File: config.mk
export PLATFORM = sky130hd
export DESIGN_NAME = pwm_tick_gen
export DESIGN_NICKNAME = d
export VERILOG_FILES = /design/src/rtl/pwm_tick_pkg.sv /design/src/rtl/pwm_prescaler.sv /design/src/rtl/pwm_chan_sel.sv /design/src/rtl/pwm_tick_gen.sv
export SDC_FILE = /design/constraint.sdc
export NUM_CORES = 1
export LEC_CHECK = 0
export BUFFER_PORTS_ARGS = -buffer_cell sky130_fd_sc_hd__buf_4
export CAP_MARGIN = 10
export CORE_ASPECT_RATIO = 2
export CORE_MARGIN = 10
export CORE_UTILIZATION = 52
export DETAILED_ROUTE_END_ITERATION = 7
export GPL_ROUTABILITY_DRIVEN = 1
export GPL_TIMING_DRIVEN = 0
export PLACE_DENSITY = 0.75
export SLEW_MARGIN = 20
export SYNTH_ARGS = -nofsm -noshare
export SYNTH_HDL_FRONTEND = slang
export SYNTH_SLANG_ARGS = --single-unit
File: constraint.sdc
create_clock -name clk_i -period 2.8 [get_ports clk_i]
set_input_delay 0.42 -clock clk_i [delete_from_list [all_inputs] [get_ports clk_i]]
set_output_delay 0.42 -clock clk_i [all_outputs]
set_load 0.01 [all_outputs]
File: src/rtl/pwm_tick_pkg.sv
package pwm_tick_pkg;
  localparam int unsigned NUM_GRP   = 2;
  localparam int unsigned MAX_CODE  = 3;
  localparam logic [2:0]  ADDR_PRE  = 3'h0;
  localparam logic [2:0]  ADDR_SEL  = 3'h4;

  function automatic int unsigned grp_of(input int unsigned ch, input int unsigned grp0_ch);
    return (ch < grp0_ch) ? 0 : 1;
  endfunction
endpackage

File: src/rtl/pwm_prescaler.sv
module pwm_prescaler #(
  parameter int unsigned PRE_W = 8,
  parameter int unsigned DIV_W = 3
) (
  input  logic             clk_i,
  input  logic             rst_ni,
  input  logic [PRE_W-1:0] stage_i,
  output logic             wrap_o,
  output logic [PRE_W-1:0] act_o,
  output logic [PRE_W-1:0] cnt_o,
  output logic [DIV_W-1:0] div_cnt_o
);
  logic [PRE_W-1:0] cnt_q, act_q;
  logic [DIV_W-1:0] div_q;

  assign wrap_o    = (cnt_q == act_q);
  assign act_o     = act_q;
  assign cnt_o     = cnt_q;
  assign div_cnt_o = div_q;

  always_ff @(posedge clk_i or negedge rst_ni) begin
    if (!rst_ni) begin
      cnt_q <= '0;
      act_q <= '0;
      div_q <= '0;
    end else if (wrap_o) begin
      cnt_q <= '0;
      act_q <= stage_i;      // new value only at the interval boundary
      div_q <= div_q + 1'b1;
    end else begin
      cnt_q <= cnt_q + 1'b1;
    end
  end
endmodule

File: src/rtl/pwm_chan_sel.sv
module pwm_chan_sel #(
  parameter int unsigned SEL_W    = 4,
  parameter int unsigned DIV_W    = 3,
  parameter int unsigned DIV_BASE = 0,
  parameter logic [(1<<SEL_W)-1:0] EXT_MASK = 16'h0010
) (
  input  logic             clk_i,
  input  logic             rst_ni,
  input  logic             wrap_i,
  input  logic [SEL_W-1:0] stage_code_i,
  input  logic [DIV_W-1:0] div_cnt_i,
  input  logic             ext_i,
  output logic             ext_sel_o,
  output logic             tick_o
);
  import pwm_tick_pkg::*;

  logic [SEL_W-1:0] code_q;
  logic [DIV_W-1:0] mask;
  logic             hit;
  int unsigned      exp_w;

  assign ext_sel_o = EXT_MASK[code_q];

  always_comb begin
    exp_w = ((int'(code_q) > int'(MAX_CODE)) ? MAX_CODE : int'(code_q)) + DIV_BASE;
    for (int i = 0; i < int'(DIV_W); i++) mask[i] = (i < int'(exp_w));
    hit = wrap_i && ((div_cnt_i & mask) == mask);
  end

  always_ff @(posedge clk_i or negedge rst_ni) begin
    if (!rst_ni) begin
      code_q <= '0;
      tick_o <= 1'b0;
    end else begin
      tick_o <= ext_sel_o ? ext_i : hit;
      if (wrap_i) code_q <= stage_code_i;
    end
  end
endmodule

File: src/rtl/pwm_tick_gen.sv
module pwm_tick_gen #(
  parameter int unsigned NUM_CH   = 5,
  parameter int unsigned GRP0_CH  = 2,
  parameter int unsigned PRE_W    = 8,
  parameter int unsigned SEL_W    = 4,
  parameter int unsigned DATA_W   = 32,
  parameter int unsigned DIV_BASE = 0,
  parameter logic [(1<<SEL_W)-1:0] EXT_MASK = 16'h0010
) (
  input  logic              clk_i,
  input  logic              rst_ni,
  input  logic              wr_en_i,
  input  logic [2:0]        addr_i,
  input  logic [DATA_W-1:0] wdata_i,
  output logic [DATA_W-1:0] rdata_o,
  input  logic [1:0]        ext_tick_i,
  output logic [NUM_CH-1:0] tick_o
);
  import pwm_tick_pkg::*;

  localparam int unsigned PRE_TOT = NUM_GRP * PRE_W;
  localparam int unsigned SEL_TOT = NUM_CH * SEL_W;
  localparam int unsigned DIV_W   = MAX_CODE + DIV_BASE;

  logic [PRE_TOT-1:0]                 cfg0_q;
  logic [SEL_TOT-1:0]                 cfg1_q;
  logic [NUM_GRP-1:0]                 wrap;
  logic [NUM_GRP-1:0][PRE_W-1:0]      act_pre, pre_cnt;
  logic [NUM_GRP-1:0][DIV_W-1:0]      div_cnt;
  logic [NUM_CH-1:0]                  ext_sel;

  always_ff @(posedge clk_i or negedge rst_ni) begin
    if (!rst_ni) begin
      cfg0_q <= '0;
      cfg1_q <= '0;
    end else if (wr_en_i) begin
      if (addr_i == ADDR_PRE) cfg0_q <= wdata_i[PRE_TOT-1:0];
      if (addr_i == ADDR_SEL) cfg1_q <= wdata_i[SEL_TOT-1:0];
    end
  end

  always_comb begin
    rdata_o = '0;
    if (addr_i == ADDR_PRE) rdata_o[PRE_TOT-1:0] = cfg0_q;
    if (addr_i == ADDR_SEL) rdata_o[SEL_TOT-1:0] = cfg1_q;
  end

  for (genvar g = 0; g < NUM_GRP; g++) begin : g_pre
    pwm_prescaler #(.PRE_W(PRE_W), .DIV_W(DIV_W)) u_pre (
      .clk_i     (clk_i),
      .rst_ni    (rst_ni),
      .stage_i   (cfg0_q[g*PRE_W +: PRE_W]),
      .wrap_o    (wrap[g]),
      .act_o     (act_pre[g]),
      .cnt_o     (pre_cnt[g]),
      .div_cnt_o (div_cnt[g])
    );
  end

  for (genvar c = 0; c < NUM_CH; c++) begin : g_ch
    localparam int unsigned G = grp_of(c, GRP0_CH);
    pwm_chan_sel #(
      .SEL_W(SEL_W), .DIV_W(DIV_W), .DIV_BASE(DIV_BASE), .EXT_MASK(EXT_MASK)
    ) u_sel (
      .clk_i        (clk_i),
      .rst_ni       (rst_ni),
      .wrap_i       (wrap[G]),
      .stage_code_i (cfg1_q[c*SEL_W +: SEL_W]),
      .div_cnt_i    (div_cnt[G]),
      .ext_i        (ext_tick_i[G]),
      .ext_sel_o    (ext_sel[c]),
      .tick_o       (tick_o[c])
    );
  end
endmodule

## Word-level counts from Yosys, hierarchy flattened

Memories as Yosys holds them, arrays and structs flattened.
Index checks and enable logic that the tools add are counted.

| operators by class | value |
|---|---|
| $add $sub $neg | 4 |
| magnitude comparators | 25 |
| eq/ne operators | 8 |
| muxes and demuxes | 19 |
| bitwise logic cells | 5 |
| reduce and logical (&&, ||, !) cells | 8 |

Operators by type and width:

| kind | number |
|---|---|
| $lt A1 B32 Y1 const A | 5 |
| $lt A2 B32 Y1 const A | 5 |
| $lt A3 B32 Y1 const A | 5 |
| $lt A4 B5 Y1 const B | 5 |
| $gt A4 B2 Y1 const B | 5 |
| $mux W20 | 1 |
| $mux W4 | 5 |
| $add A8 B1 Y8 const B | 2 |
| $eq A8 B8 Y1 | 2 |
| $mux W16 | 1 |
| $mux W8 | 2 |
| $and A3 B3 Y3 | 5 |
| $eq A3 B3 Y1 | 5 |
| $mux W1 | 10 |
| $add A3 B1 Y3 const B | 2 |
| $logic_and A1 B1 Y1 | 5 |
| $reduce_and A2 Y1 | 2 |
| $eq A3 B3 Y1 const B | 1 |
| $logic_not A3 Y1 | 1 |

| storage, ports and cells | value |
|---|---|
| flip-flop bits (word level) | 99 |
| ROM bits | 80 |
| input port bits | 40 |
| output and inout port bits | 37 |
| memories kept | 5 |

Memory list:

| name | words | width | rd ports | clocked after memory_dff | wr ports | line | RTL |
|---|---|---|---|---|---|---|---|
| (no name shown) | 16 | 1 | 1 | 0 | 0 | pwm_chan_sel.sv:23 | `assign ext_sel_o = EXT_MASK[code_q];` |
| (no name shown) | 16 | 1 | 1 | 0 | 0 | pwm_chan_sel.sv:23 |  |
| (no name shown) | 16 | 1 | 1 | 0 | 0 | pwm_chan_sel.sv:23 |  |
| (no name shown) | 16 | 1 | 1 | 0 | 0 | pwm_chan_sel.sv:23 |  |
| (no name shown) | 16 | 1 | 1 | 0 | 0 | pwm_chan_sel.sv:23 |  |

## Logic depth before layout (Yosys ltp)

Gate-level depths: netlist of the first run.

| depth | value |
|---|---|
| word-level depth | 7 |
| gate-level depth with buffers | 6 |
| mapped depth without buffers | 4 |

## Modules after synthesis

Synthesis of the first run repeated with hierarchy kept, for this count alone.

| unflattened totals | value |
|---|---|
| cells, all modules | 364 |
| area total of the unflattened synthesis | 4613.2 µm² |

Modules (own cells, without submodules):

| module | instances | cells each | area an instance (µm²) | sequential area each (µm²) |
|---|---|---|---|---|
| pwm_prescaler | 2 | 66 | 869.6 | 475.5 |
| pwm_tick_gen | 1 | 132 | 1729.2 | 900.9 |
| pwm_chan_sel | 5 | 20 | 229.0 | 125.1 |

## Worst setup path before layout of the first run

Ideal clock, no wire load.

| timing path | value |
|---|---|
| path type | register to register |
| start point | register g_pre[1].u_pre.cnt_q[0] |
| end point | register g_ch[2].u_sel.code_q[0] |
| arrival | 1893 ps |
| data required time | 2675 ps |
| slack | 782 ps |
| stages on the path, launching flop included | 6 |
| buffers on the path | 1 |
| period minus slack after synthesis | 2018 ps |
| cell sequence | dfrtp_1 -> xor2_1 -> nor4_2 -> nand2_4 -> buf_6 -> mux2_4 |

| on the way | value |
|---|---|
| word-level cells in the longest chain between the ends | 1 |

Ends and longest elaborated chain:

| element | line | RTL |
|---|---|---|
| start, declared | pwm_prescaler.sv:13 | `logic [PRE_W-1:0] cnt_q, act_q;` |
| start signal, assigned | pwm_prescaler.sv:31 | `cnt_q <= cnt_q + 1'b1;` |
| $eq A8 B8 Y1 | pwm_prescaler.sv:16 | `assign wrap_o = (cnt_q == act_q);` |
| end signal, assigned | pwm_chan_sel.sv:37 | `if (wrap_i) code_q <= stage_code_i;` |
| end, declared | pwm_chan_sel.sv:18 | `logic [SEL_W-1:0] code_q;` |

Every way passes these cells.
A chain may end at the register's enable or synchronous reset.

## Worst setup path after layout of the first run

| timing path | value |
|---|---|
| start point | input addr_i[1] |
| end point | output rdata_o[8] |

| on the way | value |
|---|---|
| word-level cells in the longest chain between the ends | 3 |

Ends and longest elaborated chain:

| element | line | RTL |
|---|---|---|
| start, declared | pwm_tick_gen.sv:13 | `input logic [2:0] addr_i,` |
| $logic_not A3 Y1 | pwm_tick_gen.sv:44 | `if (addr_i == ADDR_PRE) rdata_o[PRE_TOT-1:0] = cfg0_q;` |
| $mux W16 | pwm_tick_gen.sv:44 |  |
| $mux W20 (*) | pwm_tick_gen.sv:45 | `if (addr_i == ADDR_SEL) rdata_o[SEL_TOT-1:0] = cfg1_q;` |
| end, declared | pwm_tick_gen.sv:15 | `output logic [DATA_W-1:0] rdata_o,` |

Mark *: on every way between the ends. The rest lies on a longest branch, timed or not.

==> flow_metrics.env, run 1 <==
export IMPL_status="complete, no violations"
export IMPL_dp_cells=502
export IMPL_cp_top_family="buffers and inverters"
export IMPL_gr_total_overflow=0
export IMPL_ff2ff_path_depth=5
export IMPL_arrival_ns=2.04
export IMPL_nets=457
export IMPL_num_io_pins=77
export IMPL_grt_pass1_vias=3287
export IMPL_dieHeight_um=152
export IMPL_report_power_total_mw=5.39
export IMPL_cap_violations=0
export IMPL_stdcell_count=518
export IMPL_cp_cell_sequence="buf_4, nor3_2, clkbuf_1, a22o_1, buf_4"
export IMPL_synth_cells=339
export IMPL_nFillCells=702
export IMPL_grt_usage_pct=16.2
export IMPL_clock_sinks=99
export IMPL_syn_avg_cell_area_um2=13.3
export IMPL_drt_iter0_drc=144
export IMPL_multi_input_area_mm2=0.00190
export IMPL_antenna_cells=0
export IMPL_setup_violations=0
export IMPL_initial_core_util_pct=52.7
export IMPL_vias=2910
export IMPL_slew_violations=0
export IMPL_ys_top_cells_by_area="dfrtp_1, mux2_2, xor2_1, mux2_4, a22o_1"
export IMPL_grt_first_pass_wirelength_um=16900
export IMPL_routedWlPerCell_um=19.8
export IMPL_grt_max_degree=100
export IMPL_dieArea_mm2=0.0131
export IMPL_cts_buffers_inserted=9
export IMPL_path_buf_inv=3
export IMPL_final_cell_mix="dfrtp_1, buf_4, mux2_2"
export IMPL_hpwl_um=7490
export IMPL_cp_slowest_cell="clkbuf_1"
export IMPL_antenna_left=0
export IMPL_finClkSkew_ns=0.00592
export IMPL_critPathMaxStageDelay_ns=0.61
export IMPL_cts_tree="yes"
export IMPL_worst_slew_pin_slew_ns=1.00
export IMPL_cts_root_buf="clkbuf_16"
export IMPL_worstSetupPathType="input port to primary output"
export IMPL_clk_pin_slew_ns=0.07
export IMPL_core_area_mm2=0.00859
export IMPL_synthDominantCellAreaShare_pct=54.8
export IMPL_rsz0062_at_grt="false"
export IMPL_hp_class="input port to async pin"
export IMPL_yosysTopAreaCell="dfrtp_1"
export IMPL_yosysSeqAreaShare_pct=54.8
export IMPL_fin_crit_ns=2.46
export IMPL_hold_viol=0
export IMPL_die_w_um=86.0
export IMPL_rows=48
export IMPL_cp_data_required_time_ns=2.38
export IMPL_ir_drop_mv=0.662
export IMPL_p_leak_nw=2.60
export IMPL_insertion_delay_ns=0.34
export IMPL_dr_pass1_iters=4
export IMPL_reg2reg_slack_ns=0.41
export IMPL_ys_warnings_count=0
export IMPL_cts_buffer_depth=2
export IMPL_seq_area_mm2=0.00248
export IMPL_r2r_end="g_pre[1].u_pre.act_o[1]"
export IMPL_crit_fanout=10
export IMPL_layout_commonest_cell="dfrtp_1"
export IMPL_slew_headroom_pct=32.6
export IMPL_synthDistinctLibCells=33
export IMPL_place_congestion=0.769
export IMPL_drc=0
export IMPL_area_delta_synth_final_pct=19.1
export IMPL_place_ws_ns=0.0692
export IMPL_cts_max_level=3
export IMPL_start_kind="input port"
export IMPL_power_density_mw_per_mm2=1000
export IMPL_cp_end_kind="primary output"
export IMPL_portBuffers=52
export IMPL_cts_hold_buf=0
export IMPL_fin_setup_tns_ns=0
export IMPL_fin_ws_ns=0.336
export IMPL_drt_total_wl_um=10300
export IMPL_vias_per_cell=5.62
export IMPL_cpMostUsedCell="buf_4"
export IMPL_drive_gt1_share_pct=40.2
export IMPL_layout_worst_path_cycle_share_pct=88.0
export IMPL_antenna_found_initial=0
export IMPL_r2r_start="g_pre[1].u_pre.cnt_o[0]"
export IMPL_syn_cell_area_mm2=0.00452
export IMPL_postCtsSetupBuffers=0
export IMPL_ys_seq_elements=99
export IMPL_fmax_mhz=406
==> synth_stat cells <==
cell type,count
a211o_1,1
a211oi_1,1
a21oi_1,8
a221o_1,2
a221oi_1,2
a22o_1,16
a32o_1,2
and2_1,8
and3_1,4
buf_2,5
buf_4,17
buf_6,2
clkbuf_1,5
conb_1,1
dfrtp_1,99
ha_1,4
mux2_2,59
mux2_4,15
nand2_1,2
nand2_4,1
nand2b_1,2
nand3_1,15
nor2_1,11
nor2b_1,1
nor3_1,9
nor3b_1,1
nor4_1,2
nor4_2,2
o21ai_0,6
o31ai_1,1
or3_1,3
xnor2_1,5
xor2_1,27
==> metrics by stage <==
step	util (%)	hold slack [ns]	cell area (µm²)
after floorplan	-	0.124	4570
after global placement	59.2	0.494	5080
after detailed placement	59.2	0.497	5080
after CTS	62.7	0.214	5380
after global routing	62.7	0.240	5390
final	62.7	0.176	5390
==> area by class of cell <==
| type | instances | area share, % |
|---|---|---|
| tap | 100 | 2.32 |
| clock inverter | 4 | 0.929 |
| buffer | 29 | 3.60 |
| timing repair buffer | 52 | 7.32 |
| multi-input combinational | 222 | 35.3 |
| sequential | 99 | 46.0 |
| clock buffer | 12 | 4.58 |
==> how the worst max path moves through the flow <==
stage / start / to / slack [ns] / cells past startpoint
after floorplan: g_pre[1].u_pre.cnt_o[0] / g_ch[2].u_sel.code_q[0] / 0.78 / 5
after global placement: addr_i[1] / rdata_o[8] / 0.11 / 5
after detailed placement: addr_i[1] / rdata_o[8] / 0.07 / 5
after CTS: addr_i[1] / rdata_o[8] / 0.07 / 5
after global routing: g_pre[1].u_pre.cnt_o[0] / g_pre[1].u_pre.act_o[1] / 0.29 / 5
final: addr_i[1] / rdata_o[8] / 0.34 / 5
==> worst register-to-register path: cells and delay by family (launching register included) <==
family	cells	cell delay (ns)
muxes	1	0.31
buffers and inverters	1	0.25
DFF	1	0.45
xor gates and xnor gates	1	0.20
and+or+nand+nor	2	1.07
==> flip-flops by register name, indices dropped and copies added (netlist names) <==
| signal | count |
|---|---|
| g_ch.u_sel.code_q | 20 |
| g_ch.u_sel.tick_o | 5 |
| cfg1_q | 20 |
| g_pre.u_pre.act_o | 16 |
| cfg0_q | 16 |
| g_pre.u_pre.cnt_o | 16 |
| g_pre.u_pre.div_cnt_o | 6 |
==> cells by family (layout without fill, tap and decap cells) <==
logic type	Yosys count	in the layout	share of synthesized area, %
compound gates	39	39	6.44
xor+xnor	32	32	6.19
fa+ha+maj	4	4	1.11
buf+inv	29	97	4.29
flops	99	99	54.8
mux	74	74	19.7
other cells	1	12	0.0829
simple gates	61	61	7.47
==> power breakdown <==
part / total, mW / switching, mW / internal, mW
clock: 1.24 / 0.528 / 0.716
sequential: 2.52 / 0.548 / 1.97
combinational: 1.62 / 0.693 / 0.929
==> per-layer routing <==
layer	up-vias	global-route usage, %	share of wire (%)
li1	1334	-	-
met1	1495	15.6	35
met2	63	30.5	59
met3	18	3.64	4.0
met4	0	7.26	2.0
met5	-	0	0
==> what timing repair did <==
item,in CTS,in global routing
gates resized for setup,0,1
endpoints found under the hold margin,0,0
endpoints found under the setup margin,0,7
Power figures use the tool's default switching activity.
==> inputs of run 2 (changes only) <==
clock period = 2.98 ns   (was 2.8 ns; I/O delays follow)
==> flow_metrics.env, run 2 (same netlist as run 1, synthesis figures left out) <==
export IMPL_fin_crit_ns=2.81
export IMPL_r2r_end="g_pre[1].u_pre.act_o[1]"
export IMPL_antenna_found_initial=0
export IMPL_routedWlPerCell_um=19.8
export IMPL_antenna_left=0
export IMPL_cap_violations=0
export IMPL_final_cell_mix="dfrtp_1, buf_4, mux2_2"
export IMPL_crit_fanout=10
export IMPL_drive_gt1_share_pct=40.0
export IMPL_drt_iter0_drc=144
export IMPL_r2r_start="g_pre[1].u_pre.cnt_o[0]"
export IMPL_grt_usage_pct=16.2
export IMPL_power_density_mw_per_mm2=940
export IMPL_fmax_mhz=356
export IMPL_place_congestion=0.769
export IMPL_rows=48
export IMPL_dieHeight_um=152
export IMPL_nets=457
export IMPL_vias=2893
export IMPL_area_delta_synth_final_pct=18.9
export IMPL_drc=0
export IMPL_hpwl_um=7490
export IMPL_worstSetupPathType="input port to primary output"
export IMPL_core_area_mm2=0.00859
export IMPL_fin_setup_tns_ns=0
export IMPL_multi_input_area_mm2=0.00189
export IMPL_slew_headroom_pct=32.6
export IMPL_ir_drop_mv=0.621
export IMPL_drt_total_wl_um=10200
export IMPL_clk_pin_slew_ns=0.07
export IMPL_finClkSkew_ns=0.00629
export IMPL_setup_violations=0
export IMPL_portBuffers=52
export IMPL_dr_pass1_iters=4
export IMPL_grt_pass1_vias=3287
export IMPL_antenna_cells=0
export IMPL_rsz0062_at_grt="false"
export IMPL_cts_hold_buf=0
export IMPL_layout_commonest_cell="dfrtp_1"
export IMPL_initial_core_util_pct=52.7
export IMPL_status="complete, no violations"
export IMPL_cp_cell_sequence="buf_4, nor3_1, clkbuf_1, a22o_1, buf_4"
export IMPL_cp_data_required_time_ns=2.53
export IMPL_dieArea_mm2=0.0131
export IMPL_gr_total_overflow=0
export IMPL_hp_class="input port to async pin"
export IMPL_die_w_um=86.0
export IMPL_cts_buffers_inserted=9
export IMPL_ff2ff_path_depth=5
export IMPL_reg2reg_slack_ns=0.58
export IMPL_insertion_delay_ns=0.34
export IMPL_clock_sinks=99
export IMPL_cts_max_level=3
export IMPL_cp_slowest_cell="nor3_1"
export IMPL_arrival_ns=2.36
export IMPL_layout_worst_path_cycle_share_pct=94.3
export IMPL_cts_tree="yes"
export IMPL_fin_ws_ns=0.169
export IMPL_top_regs="cfg1_q (20), g_ch.u_sel.code_q (20)"
export IMPL_fin_util_pct=62.7
export IMPL_cts_root_buf="clkbuf_16"
export IMPL_grt_first_pass_wirelength_um=16900
export IMPL_grt_max_degree=100
export IMPL_seq_area_mm2=0.00248
export IMPL_vias_per_cell=5.58
export IMPL_cts_buffer_depth=2
export IMPL_place_ws_ns=0.195
export IMPL_critPathMaxStageDelay_ns=0.79
export IMPL_nFillCells=703
export IMPL_cts_resized=0
export IMPL_hold_viol=0
export IMPL_cp_end_kind="primary output"
export IMPL_cpMostUsedCell="buf_4"
export IMPL_postCtsSetupBuffers=0
export IMPL_p_leak_nw=2.60
export IMPL_slew_violations=0
export IMPL_worst_slew_pin_slew_ns=1.00
export IMPL_num_io_pins=77
export IMPL_start_kind="input port"
==> run 2: worst max-delay path by stage <==
stage,from,to,slack (ns)
2_1_floorplan,g_pre[1].u_pre.cnt_o[0],g_ch[2].u_sel.code_q[0],0.96
5_1_grt,addr_i[1],rdata_o[8],0.10
6_report,addr_i[1],rdata_o[14],0.17
4_1_cts,addr_i[1],rdata_o[8],0.19
3_5_place_dp,addr_i[1],rdata_o[8],0.20
3_3_place_gp,addr_i[1],rdata_o[8],0.24
==> run 2: report_power, final <==
| group | total, mW | internal, mW | switching, mW | leakage (nW) |
|---|---|---|---|---|
| logic | 1.53 | 0.872 | 0.653 | 1.23 |
| registers | 2.37 | 1.85 | 0.516 | 1.23 |
| clock network | 1.17 | 0.673 | 0.493 | 0.139 |
| total | 5.06 | 3.40 | 1.66 | 2.60 |
==> run 2: area by class of cell <==
| type | count | share of cell area [%] |
|---|---|---|
| sequential | 99 | 46.0 |
| clock inverter | 4 | 0.930 |
| clock buffer | 12 | 4.58 |
| buffer | 29 | 3.60 |
| timing repair buffer | 52 | 7.32 |
| tap | 100 | 2.33 |
| multi-input combinational | 222 | 35.2 |
==> run 2: routing by layer <==
metal	vias to the layer above	wire length, µm	global-route usage, %
met3	18	400	3.64
li1	1330	-	-
met5	-	0	0
met2	61	6010	30.5
met1	1484	3630	15.6
met4	0	203	7.26
==> run 2: stage by stage <==
| step | cell area, µm² | hold slack, ns | std cells | power [mW] |
|---|---|---|---|---|
| finish | 5380 | 0.207 | 518 | 5.06 |
| global route | 5380 | 0.267 | 518 | 5.38 |
| CTS | 5380 | 0.241 | 518 | 5.09 |
| detailed placement | 5080 | 0.497 | 502 | 3.90 |
| global placement | 5080 | 0.494 | 502 | 3.80 |
| floorplan | 4570 | 0.151 | 350 | 3.42 |
==> run 2: critical path, delay by kind of cell <==
kind	cells	cell delay, ns
buf+inv	3	0.86
simple gates	1	0.79
compound gates	1	0.25
